### config.mk
export PLATFORM = sky130hd
export DESIGN_NAME = rts_cts_link
export DESIGN_NICKNAME = d
export VERILOG_FILES = /design/src/rtl/hs_pkg.sv /design/src/rtl/hs_sync2.sv /design/src/rtl/hs_sender.sv /design/src/rtl/hs_receiver.sv /design/src/rtl/rts_cts_link.sv
export SDC_FILE = /design/constraint.sdc
export NUM_CORES = 1
export LEC_CHECK = 0
export ABC_AREA = 1
export ABC_CLOCK_PERIOD_IN_PS = 2600
export CAP_MARGIN = 20
export CORE_MARGIN = 3
export CORE_UTILIZATION = 35
export DETAILED_ROUTE_END_ITERATION = 10
export GPL_ROUTABILITY_DRIVEN = 0
export PLACE_DENSITY = 0.58
export SLEW_MARGIN = 20
export SYNTH_ARGS = -nofsm -noshare
export SYNTH_HDL_FRONTEND = slang
export SYNTH_SLANG_ARGS = --single-unit
export TNS_END_PERCENT = 10
### constraint.sdc
create_clock -name clk -period 2.6 [get_ports clk]
set_input_delay 0.52 -clock clk [delete_from_list [all_inputs] [get_ports clk]]
set_output_delay 0.52 -clock clk [all_outputs]
set_load 0.02 [all_outputs]
### src/rtl/hs_pkg.sv
package hs_pkg;

  typedef enum logic [1:0] {
    TX_REST  = 2'd0,
    TX_ASK   = 2'd1,
    TX_SHIFT = 2'd2,
    TX_DROP  = 2'd3
  } tx_st_t;

  typedef enum logic [1:0] {
    RX_REST  = 2'd0,
    RX_HOLD  = 2'd1,
    RX_TAKE  = 2'd2,
    RX_WIND  = 2'd3
  } rx_st_t;

  // cycles from first low sample of the start bit to the middle of data bit 0
  function automatic logic [31:0] first_sample_gap(input logic [31:0] len);
    return len + (len >> 1) - 32'd1;
  endfunction

  // reload value of a per-bit down counter
  function automatic logic [31:0] bit_reload(input logic [31:0] len);
    return len - 32'd1;
  endfunction

endpackage

### src/rtl/hs_sync2.sv
module hs_sync2 (
  input  logic clk,
  input  logic rst_n,
  input  logic d,
  output logic q
);
  logic meta_q;

  always_ff @(posedge clk or negedge rst_n) begin
    if (!rst_n) begin
      meta_q <= 1'b0;
      q      <= 1'b0;
    end else begin
      meta_q <= d;
      q      <= meta_q;
    end
  end
endmodule

### src/rtl/hs_sender.sv
module hs_sender #(
  parameter int DATA_W = 8,
  parameter int CNT_W  = 16
) (
  input  logic              clk,
  input  logic              rst_n,
  input  logic              go,
  input  logic [DATA_W-1:0] data,
  input  logic [CNT_W-1:0]  bit_cycles,
  input  logic              grant_s,
  output logic              req,
  output logic              line,
  output logic              busy,
  output logic              done
);
  import hs_pkg::*;

  localparam int FRAME_W = DATA_W + 2;
  localparam int IDX_W   = $clog2(FRAME_W);

  tx_st_t             st_q;
  logic [FRAME_W-1:0] sh_q;
  logic [CNT_W-1:0]   cnt_q;
  logic [IDX_W-1:0]   idx_q;
  logic [31:0]        reload_w;

  // named internal events
  logic launch_ev, bit_end_ev, last_bit_ev;

  assign reload_w    = bit_reload(32'(bit_cycles));
  assign launch_ev   = (st_q == TX_REST) && go;
  assign bit_end_ev  = (st_q == TX_SHIFT) && (cnt_q == '0);
  assign last_bit_ev = bit_end_ev && (idx_q == IDX_W'(FRAME_W - 1));

  always_ff @(posedge clk or negedge rst_n) begin
    if (!rst_n) begin
      st_q  <= TX_REST;
      sh_q  <= '1;
      cnt_q <= '0;
      idx_q <= '0;
      req   <= 1'b0;
      done  <= 1'b0;
    end else begin
      done <= 1'b0;
      unique case (st_q)
        TX_REST: if (launch_ev) begin
          st_q <= TX_ASK;
          req  <= 1'b1;
        end
        TX_ASK: if (grant_s) begin
          st_q  <= TX_SHIFT;
          sh_q  <= {1'b1, data, 1'b0};
          cnt_q <= reload_w[CNT_W-1:0];
          idx_q <= '0;
        end
        TX_SHIFT: begin
          if (bit_end_ev) begin
            sh_q  <= {1'b1, sh_q[FRAME_W-1:1]};
            cnt_q <= reload_w[CNT_W-1:0];
            idx_q <= idx_q + 1'b1;
            if (last_bit_ev) begin
              st_q <= TX_DROP;
              req  <= 1'b0;
            end
          end else begin
            cnt_q <= cnt_q - 1'b1;
          end
        end
        TX_DROP: if (!grant_s) begin
          st_q <= TX_REST;
          done <= 1'b1;
        end
        default: st_q <= TX_REST;
      endcase
    end
  end

  assign line = sh_q[0];
  assign busy = (st_q != TX_REST);

  assert_req_on_go_R2: assert property (@(posedge clk) disable iff (!rst_n)
    launch_ev |=> (req && busy));

  assert_quiet_while_asking_R3: assert property (@(posedge clk) disable iff (!rst_n)
    (st_q == TX_ASK) |-> line);

  assert_done_after_drop_R5: assert property (@(posedge clk) disable iff (!rst_n)
    done |-> (!req && !busy && !grant_s));

  assert_go_ignored_R8: assert property (@(posedge clk) disable iff (!rst_n)
    ((st_q == TX_SHIFT) && go) |=> (st_q != TX_ASK));

  assert_ring_order_R9: assert property (@(posedge clk) disable iff (!rst_n)
    1'b1 |=> ((st_q == $past(st_q)) || (st_q == tx_st_t'($past(st_q) + 2'd1))));

endmodule

### src/rtl/hs_receiver.sv
module hs_receiver #(
  parameter int DATA_W = 8,
  parameter int CNT_W  = 16
) (
  input  logic              clk,
  input  logic              rst_n,
  input  logic              req_s,
  input  logic              ok,
  input  logic              line,
  input  logic [CNT_W-1:0]  bit_cycles,
  output logic              grant,
  output logic              valid,
  output logic [DATA_W-1:0] data
);
  import hs_pkg::*;

  localparam int XW    = CNT_W + 1;
  localparam int IDX_W = $clog2(DATA_W + 1);

  rx_st_t            st_q;
  logic              hunt_q;
  logic [XW-1:0]     cnt_q;
  logic [IDX_W-1:0]  idx_q;
  logic [DATA_W-1:0] sh_q;
  logic [31:0]       gap_w, reload_w;

  // named internal events
  logic start_seen_ev, sample_ev, stop_ev, release_ev;

  assign gap_w         = first_sample_gap(32'(bit_cycles));
  assign reload_w      = bit_reload(32'(bit_cycles));
  assign start_seen_ev = (st_q == RX_TAKE) && hunt_q && !line;
  assign sample_ev     = (st_q == RX_TAKE) && !hunt_q && (cnt_q == '0);
  assign stop_ev       = sample_ev && (idx_q == IDX_W'(DATA_W));
  assign release_ev    = (st_q == RX_WIND) && !req_s;

  always_ff @(posedge clk or negedge rst_n) begin
    if (!rst_n) begin
      st_q   <= RX_REST;
      hunt_q <= 1'b0;
      cnt_q  <= '0;
      idx_q  <= '0;
      sh_q   <= '0;
      grant  <= 1'b0;
      valid  <= 1'b0;
      data   <= '0;
    end else begin
      valid <= 1'b0;
      unique case (st_q)
        RX_REST: if (req_s) st_q <= RX_HOLD;
        RX_HOLD: if (ok) begin
          st_q   <= RX_TAKE;
          grant  <= 1'b1;
          hunt_q <= 1'b1;
          idx_q  <= '0;
        end
        RX_TAKE: begin
          if (start_seen_ev) begin
            hunt_q <= 1'b0;
            cnt_q  <= gap_w[XW-1:0];
          end else if (stop_ev) begin
            st_q <= RX_WIND;
          end else if (sample_ev) begin
            sh_q  <= {line, sh_q[DATA_W-1:1]};
            idx_q <= idx_q + 1'b1;
            cnt_q <= reload_w[XW-1:0];
          end else if (!hunt_q) begin
            cnt_q <= cnt_q - 1'b1;
          end
        end
        RX_WIND: if (release_ev) begin
          st_q  <= RX_REST;
          grant <= 1'b0;
          valid <= 1'b1;
          data  <= sh_q;
        end
        default: st_q <= RX_REST;
      endcase
    end
  end

  assert_grant_waits_ok_R6: assert property (@(posedge clk) disable iff (!rst_n)
    ((st_q != RX_TAKE) && (st_q != RX_WIND) && !ok) |=> !grant);

  assert_valid_at_release_R7: assert property (@(posedge clk) disable iff (!rst_n)
    valid |-> (!grant && $past(grant) && !$past(req_s)));

  assert_ring_order_rx_R9: assert property (@(posedge clk) disable iff (!rst_n)
    1'b1 |=> ((st_q == $past(st_q)) || (st_q == rx_st_t'($past(st_q) + 2'd1))));

endmodule

### src/rtl/rts_cts_link.sv
module rts_cts_link #(
  parameter int DATA_W = 8,
  parameter int CNT_W  = 16
) (
  input  logic              clk,
  input  logic              rst_n,
  input  logic              go,
  input  logic [DATA_W-1:0] tx_data,
  input  logic [CNT_W-1:0]  bit_cycles,
  input  logic              rx_ok,
  output logic              rts,
  output logic              cts,
  output logic              ser_line,
  output logic              tx_busy,
  output logic              tx_done,
  output logic              rx_valid,
  output logic [DATA_W-1:0] rx_data
);
  logic rts_at_rx, cts_at_tx;

  hs_sync2 u_sync_req (.clk(clk), .rst_n(rst_n), .d(rts), .q(rts_at_rx));
  hs_sync2 u_sync_gnt (.clk(clk), .rst_n(rst_n), .d(cts), .q(cts_at_tx));

  hs_sender #(.DATA_W(DATA_W), .CNT_W(CNT_W)) u_tx (
    .clk(clk), .rst_n(rst_n), .go(go), .data(tx_data), .bit_cycles(bit_cycles),
    .grant_s(cts_at_tx), .req(rts), .line(ser_line), .busy(tx_busy), .done(tx_done)
  );

  hs_receiver #(.DATA_W(DATA_W), .CNT_W(CNT_W)) u_rx (
    .clk(clk), .rst_n(rst_n), .req_s(rts_at_rx), .ok(rx_ok), .line(ser_line),
    .bit_cycles(bit_cycles), .grant(cts), .valid(rx_valid), .data(rx_data)
  );

  assert_reset_quiet_R1: assert property (@(posedge clk)
    !rst_n |=> (!rst_n ? (!rts && !cts && ser_line && !rx_valid) : 1'b1));

  assert_no_frame_without_grant_R3: assert property (@(posedge clk) disable iff (!rst_n)
    (!cts && !rts) |-> ser_line);

endmodule

==> metrics.cfg <==
[final_layout]
area_delta_synth_final_pct = 23.0
drive_gt1_frac = 0.121
n_antenna_cell = 0
layout_common_cells = 285 x nand2_1, 142 x inv_1, 89 x nor2_1
fin_area_um2 = 7740
nNetsFinal = 1109
final_cells = 1258
final_common_cell = nand2_1
fin_util = 0.443

[placed_design]
io_buffer_count = 41
hpwl_um = 12700
dpl-instance-area_um2 = 7380
dp_cells = 1242
post-place-ws_ns = -0.284

[synth]
yosys_register_bits = 79
synth_edf_count = 0
syn_avg_cell_area_um2 = 6.77
syn-cell-area_um2 = 6300
synth_cell_types = 38
synth_nets = 1011
async_flop_share = 1.00
syn_inst = 930
yosys_most_used_dff = dfrtp_1
ys_seq_area_frac = 0.316
ys_warn_count = 0

[sta]
whs_ns = 0.163
finClkSkew_ns = 0.00773
clock.fmax_mhz = 409
setup_violations = 0
period_needed_ns = 2.44
fin_crit_sh = 0.940
finalHoldViolations = 0
tns_ns = 0
relSlewSlack = 0.626
rsz0062_at_grt = yes
setup_ws_ns = 0.157
worst-slew-pin-transition_ns = 0.561
maxSlewViolCount = 0

[worst_setup_path]
worstReg2RegStart = u_rx.st_q[0]
cp_data_arrival_time_ns = 2.68
cp-start-kind = input port
worst-r2r-cell-count = 12
cp_max_fo = 4
path_class = input port to register
critPathLaunch = bit_cycles[2]
crit_end = u_rx.cnt_q[9]
critPathCaptureType = register
rrSetupSlack_ns = 0.49
r2r-end = u_rx.cnt_q[8]
required_ns = 2.84

[power_and_ir_drop]
power_mw = 5.69
ir_drop_v = 0.000524
swShare = 0.405
clkPwrFrac = 0.248
p_seq_frac = 0.338
power.switching_mw = 2.30
combPwrFrac = 0.414
p_leak_nw = 3.95
p_per_area_nw_per_um2 = 735
intPower_mw = 3.39

[clock_tree]
cts-root-buf = clkbuf_16
htreeDepth = 3
cts_hold_buf = 0
clock_sink_count = 79
cts_tree = done
clk_pin_slew_worst_paths_ns = 0.06
cts_buffers = 9
clock_latency_ns = 0.34
clk_path_buf_depth = 2
post_cts_buffers = 0

[floorplan]
dieHeight_um = 140
die_x_um = 140
coreArea_um2 = 17500
placementRows = 48
initial_core_util = 0.360
ioPinCount = 42
die-area_um2 = 19600

[drt]
drtAntennaViolNets = 0
wl_per_cell_um = 13.0
drt_iter0_drc = 403
post-route-drc-count = 0
drt-met1-wl_um = 7990
wl_met2_um = 7630
via_per_inst = 4.77
routed_wirelength_um = 16300
topRoutingLayerUsed = met4
via_count = 5998
wl_met3_um = 572
drtPass1Iterations = 5

[status]
status = finished, final reports clean

[job]
cap_violations = 0

[grt]
grt_max_degree = 42
grt_pass1_vias = 5669
antenna_found_initial = 0
overflow = 0
grt_pass1_wl_um = 27700
grtUsageTotal = 0.171

[worst_hold_path]
hp-class = input port to asynchronous set/reset pin

[worst max-delay path: stages]
cell and delay [ns]:
clkdlybuf4s50_1 0.48, inv_1 0.06, ha_1 0.26, inv_1 0.04, ha_1 0.22, fa_2 0.36
nand3_1 0.11, nand3_2 0.12, a21oi_2 0.16, xor2_1 0.15, o21ai_0 0.08, inv_1 0.07
nand2_1 0.04
[cells by family (layout without fill, tap and decap cells)]
group | after synthesis | in the layout | synth area share
AND/OR/NAND/NOR | 499 | 499 | 0.337
buffers and inverters | 168 | 271 | 0.106
AO/OA/AOI/OAI | 97 | 97 | 0.0851
flip-flops | 79 | 79 | 0.316
adder cells (fa/ha/maj) | 53 | 53 | 0.108
XOR/XNOR | 27 | 27 | 0.0376
multiplexers | 7 | 7 | 0.0111
[how the worst min path moves through the flow]
stage	end	cells after the start	slack, ns
after detailed placement	u_sync_req.q	0	0.34
final	u_rx.data[6]	1	0.16
after floorplan	u_rx.cnt_q[0]	0	0.22
after global routing	u_rx.data[5]	1	0.21
after global placement	u_sync_gnt.q	0	0.34
after CTS	u_tx.st_q[1]	1	0.18
[state kept, by name, indices dropped and copies added (netlist names), 2 cells and up]
| signal | count |
|---|---|
| u_tx.cnt_q | 16 |
| u_tx.sh_q | 9 |
| u_tx.st_q | 2 |
| u_rx.idx_q | 4 |
| u_rx.cnt_q | 17 |
| u_tx.idx_q | 4 |
| u_rx.st_q | 2 |
| u_rx.data | 8 |
| u_rx.sh_q | 8 |
[cell type report]
class	instances	area [um2]
multi-input cells	683	3680
fillers	1820	9730
repair buffers	105	901
flip-flops and latches	79	1990
clock inverters	7	105
well taps	225	282
inverters	150	566
clock buffers	9	225
[metal layers]
layer	GRT usage	up-vias
li1	-	3128
met4	0.0342	0
met5	0	-
met3	0.0253	10
met1	0.241	2762
met2	0.283	98
[cells in the mapped netlist, types with 11 or more instances]
library cell / number / area, um2
dfrtp_1: 70 / 1750
xor2_1: 21 / 184
ha_1: 51 / 638
a21oi_1: 22 / 110
o21ai_0: 49 / 245
nand2_1: 286 / 1070
nand4_1: 12 / 75.1
o21ai_1: 11 / 55.1
nand3_1: 84 / 420
inv_1: 143 / 537
nor2_1: 90 / 338
[timing repair]
| item | in CTS | in global routing |
|---|---|---|
| setup endpoints to repair | 0 | 7 |
| gates resized for setup | 0 | 12 |
| endpoints found under the hold margin | 0 | 0 |
[power groups by stage]
| stage | sequential [mW] | combinational [mW] | clock (mW) |
|---|---|---|---|
| detailed placement | 1.93 | 2.35 | 0 |
| global route | 1.98 | 2.71 | 1.50 |
| global placement | 1.93 | 2.31 | 0 |
| floorplan | 1.89 | 1.66 | 0 |
| CTS | 1.92 | 2.36 | 1.44 |
| finish | 1.93 | 2.36 | 1.41 |
No activity file was read; power rests on OpenSTA's default activity.
